--- config.mk ---
export PLATFORM = sky130hd
export DESIGN_NAME = tagref_walker
export DESIGN_NICKNAME = d
export VERILOG_FILES = /design/src/rtl/tagref_pkg.sv /design/src/rtl/tagref_tag_class.sv /design/src/rtl/tagref_chain_guard.sv /design/src/rtl/tagref_store_policy.sv /design/src/rtl/tagref_walker.sv
export SDC_FILE = /design/constraint.sdc
export NUM_CORES = 1
export LEC_CHECK = 0
export BUFFER_PORTS_ARGS = -buffer_cell sky130_fd_sc_hd__buf_2
export CORE_ASPECT_RATIO = 0.6
export CORE_MARGIN = 5
export CORE_UTILIZATION = 50
export CTS_BUF_LIST = sky130_fd_sc_hd__clkbuf_8
export DETAILED_ROUTE_END_ITERATION = 16
export GPL_TIMING_DRIVEN = 0
export PLACE_DENSITY = 0.86
export SYNTH_ARGS = -nofsm -noshare
export SYNTH_HDL_FRONTEND = slang
export SYNTH_SLANG_ARGS = --single-unit
--- constraint.sdc ---
create_clock -name clk -period 2.7 [get_ports clk]
set_clock_uncertainty 0.2 [all_clocks]
set_input_delay 0.135 -clock clk [delete_from_list [all_inputs] [get_ports clk]]
set_output_delay 0.135 -clock clk [all_outputs]
set_load 0.01 [all_outputs]
--- src/rtl/tagref_pkg.sv ---
`timescale 1ns/1ps
package tagref_pkg;
    localparam int DATA_W = 48;
    localparam int TAG_W  = 3;

    localparam logic [TAG_W-1:0] TAG_REF  = 3'd1;
    localparam logic [TAG_W-1:0] TAG_DESC = 3'd5;
    localparam logic [TAG_W-1:0] TAG_PROC = 3'd7;

    typedef enum logic [2:0] {
        OP_VALUE = 3'd0,
        OP_NAME  = 3'd1,
        OP_LOAD  = 3'd2,
        OP_RSVD  = 3'd3,
        OP_STD   = 3'd4,
        OP_STN   = 3'd5,
        OP_OVD   = 3'd6,
        OP_OVN   = 3'd7
    } op_e;

    typedef enum logic [2:0] {
        ST_IDLE  = 3'd0,
        ST_READ  = 3'd1,
        ST_EXAM  = 3'd2,
        ST_WRITE = 3'd3,
        ST_CALL  = 3'd4,
        ST_DONE  = 3'd5
    } state_e;
endpackage

--- src/rtl/tagref_tag_class.sv ---
`timescale 1ns/1ps
module tagref_tag_class
    import tagref_pkg::*;
(
    input  logic [TAG_W-1:0] tag,
    output logic             is_ref,
    output logic             is_proc,
    output logic             is_odd
);
    // Classification of a word read back from memory
    assign is_ref  = (tag == TAG_REF);
    assign is_proc = (tag == TAG_PROC);
    assign is_odd  = tag[0];
endmodule

--- src/rtl/tagref_chain_guard.sv ---
`timescale 1ns/1ps
module tagref_chain_guard #(
    parameter int MAX_HOPS = 16,
    parameter int CW       = 5
) (
    input  logic [CW-1:0] hops,
    input  logic [CW-1:0] limit,
    output logic          exhausted
);
    localparam logic [CW-1:0] CAP = CW'(MAX_HOPS);

    logic [CW-1:0] eff_limit;

    // The programmed limit can never exceed the hard cap
    assign eff_limit = (limit > CAP) ? CAP : limit;
    assign exhausted = (hops >= eff_limit);
endmodule

--- src/rtl/tagref_store_policy.sv ---
`timescale 1ns/1ps
module tagref_store_policy
    import tagref_pkg::*;
(
    input  op_e  op,
    input  logic target_odd,
    output logic is_store,
    output logic keep_val,
    output logic blocked
);
    logic [2:0] code;
    logic       overwrite;

    // Code bit 2 marks a store, bit 1 an overwrite, bit 0 a non-destructive form
    assign code      = op;
    assign is_store  = code[2];
    assign overwrite = code[1];
    assign keep_val  = code[0];
    assign blocked   = is_store && !overwrite && target_odd;
endmodule

--- src/rtl/tagref_walker.sv ---
`timescale 1ns/1ps
module tagref_walker
    import tagref_pkg::*;
#(
    parameter  int AW       = 6,
    parameter  int MAX_HOPS = 16,
    localparam int CW       = $clog2(MAX_HOPS + 1)
) (
    input  logic              clk,
    input  logic              rst_n,
    input  logic              req_valid,
    input  logic [2:0]        req_op,
    input  logic [AW-1:0]     req_addr,
    input  logic [DATA_W-1:0] req_value,
    input  logic [TAG_W-1:0]  req_vtag,
    input  logic [CW-1:0]     max_depth,
    input  logic              call_ret,
    input  logic [DATA_W-1:0] ret_value,
    input  logic [TAG_W-1:0]  ret_tag,
    output logic              mem_en,
    output logic              mem_we,
    output logic [AW-1:0]     mem_addr,
    output logic [DATA_W-1:0] mem_wdata,
    output logic [TAG_W-1:0]  mem_wtag,
    input  logic [DATA_W-1:0] mem_rdata,
    input  logic [TAG_W-1:0]  mem_rtag,
    output logic              busy,
    output logic              done,
    output logic [DATA_W-1:0] result,
    output logic [TAG_W-1:0]  result_tag,
    output logic              keep,
    output logic              proc_entry,
    output logic              protect_irq,
    output logic              err
);
    typedef struct packed {
        state_e             st;
        op_e                op;
        logic [AW-1:0]      addr;
        logic [DATA_W-1:0]  val;
        logic [TAG_W-1:0]   vtag;
        logic [CW-1:0]      hops;
        logic [CW-1:0]      lim;
        logic [DATA_W-1:0]  res;
        logic [TAG_W-1:0]   rtag;
        logic               keep;
        logic               prot;
        logic               err;
    } walk_t;

    walk_t q, d;

    logic rd_ref, rd_proc, rd_odd;
    logic chain_full;
    logic st_store, st_keep, st_blocked;
    logic load_tag_ok;

    tagref_tag_class u_class (
        .tag     (mem_rtag),
        .is_ref  (rd_ref),
        .is_proc (rd_proc),
        .is_odd  (rd_odd)
    );

    tagref_chain_guard #(
        .MAX_HOPS (MAX_HOPS),
        .CW       (CW)
    ) u_guard (
        .hops      (q.hops),
        .limit     (q.lim),
        .exhausted (chain_full)
    );

    tagref_store_policy u_policy (
        .op         (q.op),
        .target_odd (rd_odd),
        .is_store   (st_store),
        .keep_val   (st_keep),
        .blocked    (st_blocked)
    );

    assign load_tag_ok = (req_vtag == TAG_REF) || (req_vtag == TAG_DESC);

    always_comb begin
        d = q;
        unique case (q.st)
            ST_IDLE: begin
                if (req_valid) begin
                    d.op   = op_e'(req_op);
                    d.addr = req_addr;
                    d.val  = req_value;
                    d.vtag = req_vtag;
                    d.hops = '0;
                    d.lim  = max_depth;
                    d.res  = '0;
                    d.rtag = '0;
                    d.keep = 1'b0;
                    d.prot = 1'b0;
                    d.err  = 1'b0;
                    unique case (op_e'(req_op))
                        OP_NAME: begin
                            d.res  = {{(DATA_W-AW){1'b0}}, req_addr};
                            d.rtag = TAG_REF;
                            d.st   = ST_DONE;
                        end
                        OP_RSVD: begin
                            d.err = 1'b1;
                            d.st  = ST_DONE;
                        end
                        OP_LOAD: begin
                            if (load_tag_ok) begin
                                d.addr = req_value[AW-1:0];
                                d.st   = ST_READ;
                            end else begin
                                d.err = 1'b1;
                                d.st  = ST_DONE;
                            end
                        end
                        default: d.st = ST_READ;
                    endcase
                end
            end
            ST_READ: d.st = ST_EXAM;
            ST_EXAM: begin
                if (st_store) begin
                    if (st_blocked) begin
                        d.prot = 1'b1;
                        d.st   = ST_DONE;
                    end else begin
                        d.st = ST_WRITE;
                    end
                end else if (rd_ref) begin
                    if (chain_full) begin
                        d.err = 1'b1;
                        d.st  = ST_DONE;
                    end else begin
                        d.addr = mem_rdata[AW-1:0];
                        d.hops = q.hops + 1'b1;
                        d.st   = ST_READ;
                    end
                end else if (rd_proc && (q.op == OP_VALUE)) begin
                    d.st = ST_CALL;
                end else begin
                    d.res  = mem_rdata;
                    d.rtag = mem_rtag;
                    d.st   = ST_DONE;
                end
            end
            ST_WRITE: begin
                d.res  = q.val;
                d.rtag = q.vtag;
                d.keep = st_keep;
                d.st   = ST_DONE;
            end
            ST_CALL: begin
                if (call_ret) begin
                    d.res  = ret_value;
                    d.rtag = ret_tag;
                    d.st   = ST_DONE;
                end
            end
            ST_DONE: d.st = ST_IDLE;
            default: d.st = ST_IDLE;
        endcase
    end

    always_ff @(posedge clk or negedge rst_n) begin
        if (!rst_n) q <= '0;
        else        q <= d;
    end

    assign mem_en      = (q.st == ST_READ) || (q.st == ST_WRITE);
    assign mem_we      = (q.st == ST_WRITE);
    assign mem_addr    = q.addr;
    assign mem_wdata   = q.val;
    assign mem_wtag    = q.vtag;
    assign busy        = (q.st != ST_IDLE);
    assign done        = (q.st == ST_DONE);
    assign result      = q.res;
    assign result_tag  = q.rtag;
    assign keep        = done && q.keep;
    assign proc_entry  = (q.st == ST_CALL);
    assign protect_irq = done && q.prot;
    assign err         = done && q.err;
endmodule

Word level (Yosys, flattened, before mapping)
Index checks and enable logic that the tools add are counted.
{ "word_totals": {"ff_bits": 127, "latch_bits": 0, "ram_bits": 0, "mem_bits_ro": 0, "inputBits": 171, "output_inout_bits": 116, "n_memories": 0} }
{ "op_classes": {"addsub": 1, "n_mul": 0, "div_mod_pow": 0, "n_lt_le_gt_ge": 2, "n_eq_ne": 22, "n_shift": 0, "mux": 36, "n_bitwise": 0, "reduce_logical": 23} }
{ "op_table": {"columns": ["cell", "count"], "rows": [
  ["$mux W51", 4],
  ["$pmux W51 S4", 1],
  ["$mux W127", 1],
  ["$mux W6", 5],
  ["$mux W5", 4],
  ["$ne A2 B2 Y1 const B", 10],
  ["$mux W3", 6],
  ["$pmux W3 S5", 1],
  ["$eq A3 B1 Y1 const B", 4],
  ["$eq A3 B2 Y1 const B", 4],
  ["$eq A3 B3 Y1 const B", 4],
  ["$pmux W6 S2", 1],
  ["$pmux W5 S2", 1],
  ["$reduce_and A5 Y1", 2],
  ["$mux W9", 1],
  ["$mux W1", 7],
  ["$logic_and A1 B1 Y1", 6],
  ["$logic_not A3 Y1", 2],
  ["$pmux W3 S2", 1],
  ["$reduce_and A2 Y1", 3],
  ["$reduce_and A6 Y1", 1],
  ["$add A5 B1 Y5 const B", 1],
  ["$ge A5 B5 Y1", 1],
  ["$gt A5 B5 Y1 const B", 1],
  ["other kinds (9)", 12]
]} }

Logic depth before layout (Yosys ltp)
{ "logic_depth": {"depth_word": 7, "mapped_depth": 9, "mapped_depth_nobuf": 8} }

Modules after synthesis
From an unflattened synthesis, not the netlist that was laid out.
{ "unflattened": {"hier_cells": 644, "hier_area_um2": 7413.4} }
{ "by_module_without_submodules": {"columns": ["module", "instances", "cells_per_inst", "area_per_inst_um2"], "rows": [
  ["tagref_walker", 1, 621, 7241.9],
  ["tagref_chain_guard", 1, 17, 121.4],
  ["tagref_tag_class", 1, 3, 26.3],
  ["tagref_store_policy", 1, 3, 23.8]
]} }

Worst setup path before layout
Ideal clock, no wire load.
{ "synth_path": {"kind": "reg2reg", "startpoint": "reg q[58] (netlist bit)", "endpoint": "reg q[63] (netlist bit)", "setup_ps": 78, "arrival_ps": 1827, "t_required_ps": 2422, "slack_ps": 595, "stages_incl_launch_ff": 9, "n_path_buf": 0, "synth_period_minus_slack_ps": 2105, "path_cell_list": "dfrtp_1 -> inv_1 -> nand2_1 -> ha_1 -> a21o_1 -> a31oi_1 -> o221ai_2 -> or3_1 -> a21oi_1"} }
{ "synth_via": {"elab_chain_cells": 5} }
{ "synth_rtl": {"columns": ["element", "line", "source"], "rows": [
  ["start, declared", "tagref_walker.sv:51", "walk_t q, d;"],
  ["start signal, assigned", "tagref_walker.sv:168", "if (!rst_n) q <= '0;"],
  ["start signal, assigned", "tagref_walker.sv:169", "else q <= d;"],
  ["$gt A5 B5 Y1", "tagref_chain_guard.sv:15", "assign eff_limit = (limit > CAP) ? CAP : limit;"],
  ["$mux W5 *", "tagref_chain_guard.sv:15", null],
  ["$ge A5 B5 Y1 *", "tagref_chain_guard.sv:16", "assign exhausted = (hops >= eff_limit);"],
  ["$ne A2 B2 Y1 (no source line) *", null, null],
  ["$reduce_and A5 Y1 (no source line) *", null, null]
]} }
Every way passes the cells marked *; elsewhere a longest branch is shown, timed or not.
A chain may end at the register's enable or synchronous reset.

Worst setup path after layout
{ "layout_path": {"startpoint": "reg q[124] (netlist bit)", "endpoint": "reg q, in the netlist result[9]"} }
{ "layout_via": {"elab_chain_cells": 3, "elab_cells_between_ends": 12, "classes_between": "eq/ne: 8; mux: 1; reduce/logical: 3"} }
{ "layout_rtl": {"columns": ["element", "line", "source"], "rows": [
  ["$eq A3 B2 Y1, or another cell as far along", "tagref_walker.sv:86", "unique case (q.st)"],
  ["$ne A2 B2 Y1 (no source line) or $reduce_bool A4 Y1 (tied branches)", null, null],
  ["$reduce_and A6 Y1 (no source line)", null, null]
]} }
Parallel ways exist; a longest one is shown, timed or not.

==> results by group <==
CTS
  • # H-tree levels: 4
  • Root Buffer: clkbuf_8
  • CTS buffer count: 17
  • CTS Buffer Depth: 2
  • Clk sinks: 127
  • Skew-Pair Late Insertion Delay: 0.42 ns
  • Clk slew on worst S/H paths: 0.07 ns
  • CTS tree: built

Place
  • Post-Place Cells: roughly 1200
  • Detailed placement HPWL: 16.9 mm
  • Gp weighted congestion: 0.914
  • Placed Area: 8870 um^2
  • # port buffers: 286

Cells and area
  • Layout cells sized above 1: 40.0%
  • Layout area overhead: 52.3%
  • Finished Core Util: between 70 and 80%
  • Fillers: 834
  • Finished layout cell area: 10900 um^2
  • Most common library cell in the layout ignoring fill and taps: buf_2
  • Post-route insts no fill: approximately 1400
  • Nets: 1416
  • Most frequent cells in the layout: buf_2 (295), nand2_1 (227), dlygate4sd3_1 (165), dfrtp_1 (127), buf_4 (113)

Critical path
  • Required @ worst endpoint: 2.80 ns
  • R2R Setup Slk: 0.15 ns
  • Worst R2R Path Depth: 6
  • Setup crit end kind: flop
  • Reg-to-reg critical path startpoint: q[124]$_DFFE_PN0P_
  • Reg2reg end: result[9]$_DFFE_PN0P_
  • Peak fanout along the critical path: 10
  • Worst Setup Start Kind: flop
  • Kind of critical path: reg -> reg
  • CP arrival: 2.65 ns

Floorplanning
  • Ports: approximately 290
  • Core ar.: between 10000 and 15000 um^2
  • Initial core utilization: 51.8%
  • Die height: 103 um
  • Die Width: 165 um
  • Rows: 33
  • Die area: 16900 um^2

Synthesis
  • Ys async rst share: 100%
  • Netlist Area Pre-Place: 7170 um^2
  • Top FF cell, synth: dfrtp_1
  • Seq/Total Area, Yosys: 44.3%
  • Yosys warns: 0
  • Number of enable flip-flop cells after synthesis: 0
  • Distinct cells, synth: 45
  • Syn_nets: between 900 and 1000
  • Syn Inst Count: 768
  • Syn Area/Cell: 9.34 um^2
  • Synthesized flop and latch total: 127

STA
  • RSZ-0062 raised after global routing: no
  • Final min period: 2.55 ns
  • Final hold violations: 0
  • Final hold slack: 0.0242 ns
  • Worst Tran Pin Value: 1.00 ns
  • # setup viols final: 0
  • Final Cycle Share: 94.5%
  • Fmax: between 300 and 400 MHz
  • Relative slew margins: 32.5%
  • Slew Limit Fails: 0

Detailed routing
  • Drt initial violations: 579
  • Top sig layer: met4
  • DRT antenna net count: 0
  • Routed length per instance: 19.4 um
  • Met3 wire length: 2.94 mm
  • Wire length on met1: about 10 mm
  • Vias: 7682
  • Vias/cell: about 5.3
  • Overall routed net length: 28.1 mm
  • Drt first pass iters: 7
  • DR WL met2: 13.4 mm
  • DRC viols: 0

Global routing
  • Largest net degree at the start of global routing: 68
  • Wire length of the first global-routing pass: 43.0 mm
  • Initial antenna violation count: 0
  • Vias in the first global route: 8223
  • GRT overflow: 0
  • Aggregate global-route resource usage: about a third

Power and ir drop
  • VDD IR max: ~0.56 mV
  • Cell Pwr Density: 956 nW/um^2
  • Pleak: 5.94 nW

Worst hold path
  • Hold wc startpoint: mem_rdata[46]
  • Hold WC Path Type: in -> reg
  • Hold Path Stages: 4
  • Hold Path End: result[46]$_DFFE_PN0P_

Job
  • Max_cap viols: 0

Status
  • Outcome: completed
-- cell families (layout without fill, tap and decap cells) --
logic type | Yosys count | after routing | synth area share [%]
simple gates | 269 | 269 | 15.5
buf+inv | 170 | 653 | 15.2
flops | 127 | 127 | 44.3
mux | 109 | 109 | 16.1
compound gates | 87 | 87 | 7.78
fa+ha+maj | 6 | 6 | 1.05
other cells | 0 | 2 | 0
-- Yosys cell counts, types with 2 or more instances --
cell type	number	area [um^2]
a21oi_1	6	30.0
a221oi_1	6	52.6
a222oi_1	6	60.1
and2_1	5	31.3
buf_1	4	15.0
buf_2	11	55.1
buf_4	113	848
buf_6	2	22.5
clkbuf_1	20	75.1
dfrtp_1	127	3180
ha_1	6	75.1
inv_1	20	75.1
mux2_1	3	33.8
mux2_2	49	552
mux2i_1	57	571
nand2_1	227	852
nand2b_1	2	12.5
nand3_1	4	20.0
nor2_1	13	48.8
nor2b_1	4	25.0
nor3_1	2	10.0
nor3b_1	2	15.0
o21ai_0	54	270
o31ai_1	2	15.0
or3_1	3	18.8
-- report_power, final --
part / switching (mW) / total (mW) / internal, mW
combinational: 2.90 / 5.64 / 2.74
clock: 0.781 / 1.63 / 0.854
sequential: 0.555 / 3.17 / 2.61
total: 4.23 / 10.4 / 6.21
-- worst max path at each step --
| stage | from | endpoint | depth (start not counted) |
|---|---|---|---|
| finish | q[124]$_DFFE_PN0P_ | result[9]$_DFFE_PN0P_ | 6 |
| global route | q[124]$_DFFE_PN0P_ | result[9]$_DFFE_PN0P_ | 6 |
| CTS | q[124]$_DFFE_PN0P_ | result[8]$_DFFE_PN0P_ | 8 |
| detailed placement | q[125]$_DFFE_PN0P_ | result[46]$_DFFE_PN0P_ | 8 |
| global placement | rst_n | result[44]$_DFFE_PN0P_ | 1 |
| floorplan | q[58]$_DFFE_PN0P_ | q[63]$_DFFE_PN0P_ | 8 |
-- flip-flops by register name (all words and copies together) (netlist names) --
name / count
q: 19
result_tag: 3
result: 48
mem_addr: 6
mem_wtag: 3
mem_wdata: 48
-- worst max-delay path, cell delays in order (launching register included) --
cell and delay (ns):
dfrtp_1 0.36, buf_2 0.26, buf_2 0.37, mux2i_1 0.31, o21ai_0 0.12, dlygate4sd3_1 0.56
mux2_1 0.28
-- per-stage QoR --
| step | setup WS [ns] | setup TNS, ns | total power, mW |
|---|---|---|---|
| floorplan | 0.595 | 0 | 6.55 |
| global placement | -0.375 | -46.54 | 8.07 |
| detailed placement | 0.257 | 0 | 8.25 |
| CTS | 0.0267 | 0 | 10.1 |
| global route | 0.0411 | 0 | 11.0 |
| finish | 0.147 | 0 | 10.4 |
-- metal layers --
layer	global-route usage, %	vias to the layer above
li1	-	3376
met1	37.9	3670
met2	56.4	515
met3	10.7	121
met4	16.0	0
met5	0	-
-- what timing repair did --
action / 4_1_cts / 5_1_grt
endpoints found under the hold margin: 246 / 1
setup buffers: 0 / 0
endpoints found under the setup margin: 0 / 12
gates resized for setup: 0 / 7
hold buffers: 164 / 1
-- cell type report --
cell class              count  area, um^2  share of cell area (%)
clock inverters            12         121                    1.11
clock buffers              19         262                    2.39
flip-flops and latches    127        3180                    29.1
well taps                 192         240                    2.20
repair buffers            452        3120                    28.5
diodes                      2        5.00                  0.0458
inverters                  20        75.1                   0.687
multi-input cells         471        2900                    26.6
plain buffers             150        1020                    9.36
(Power assumes the default switching activity.)
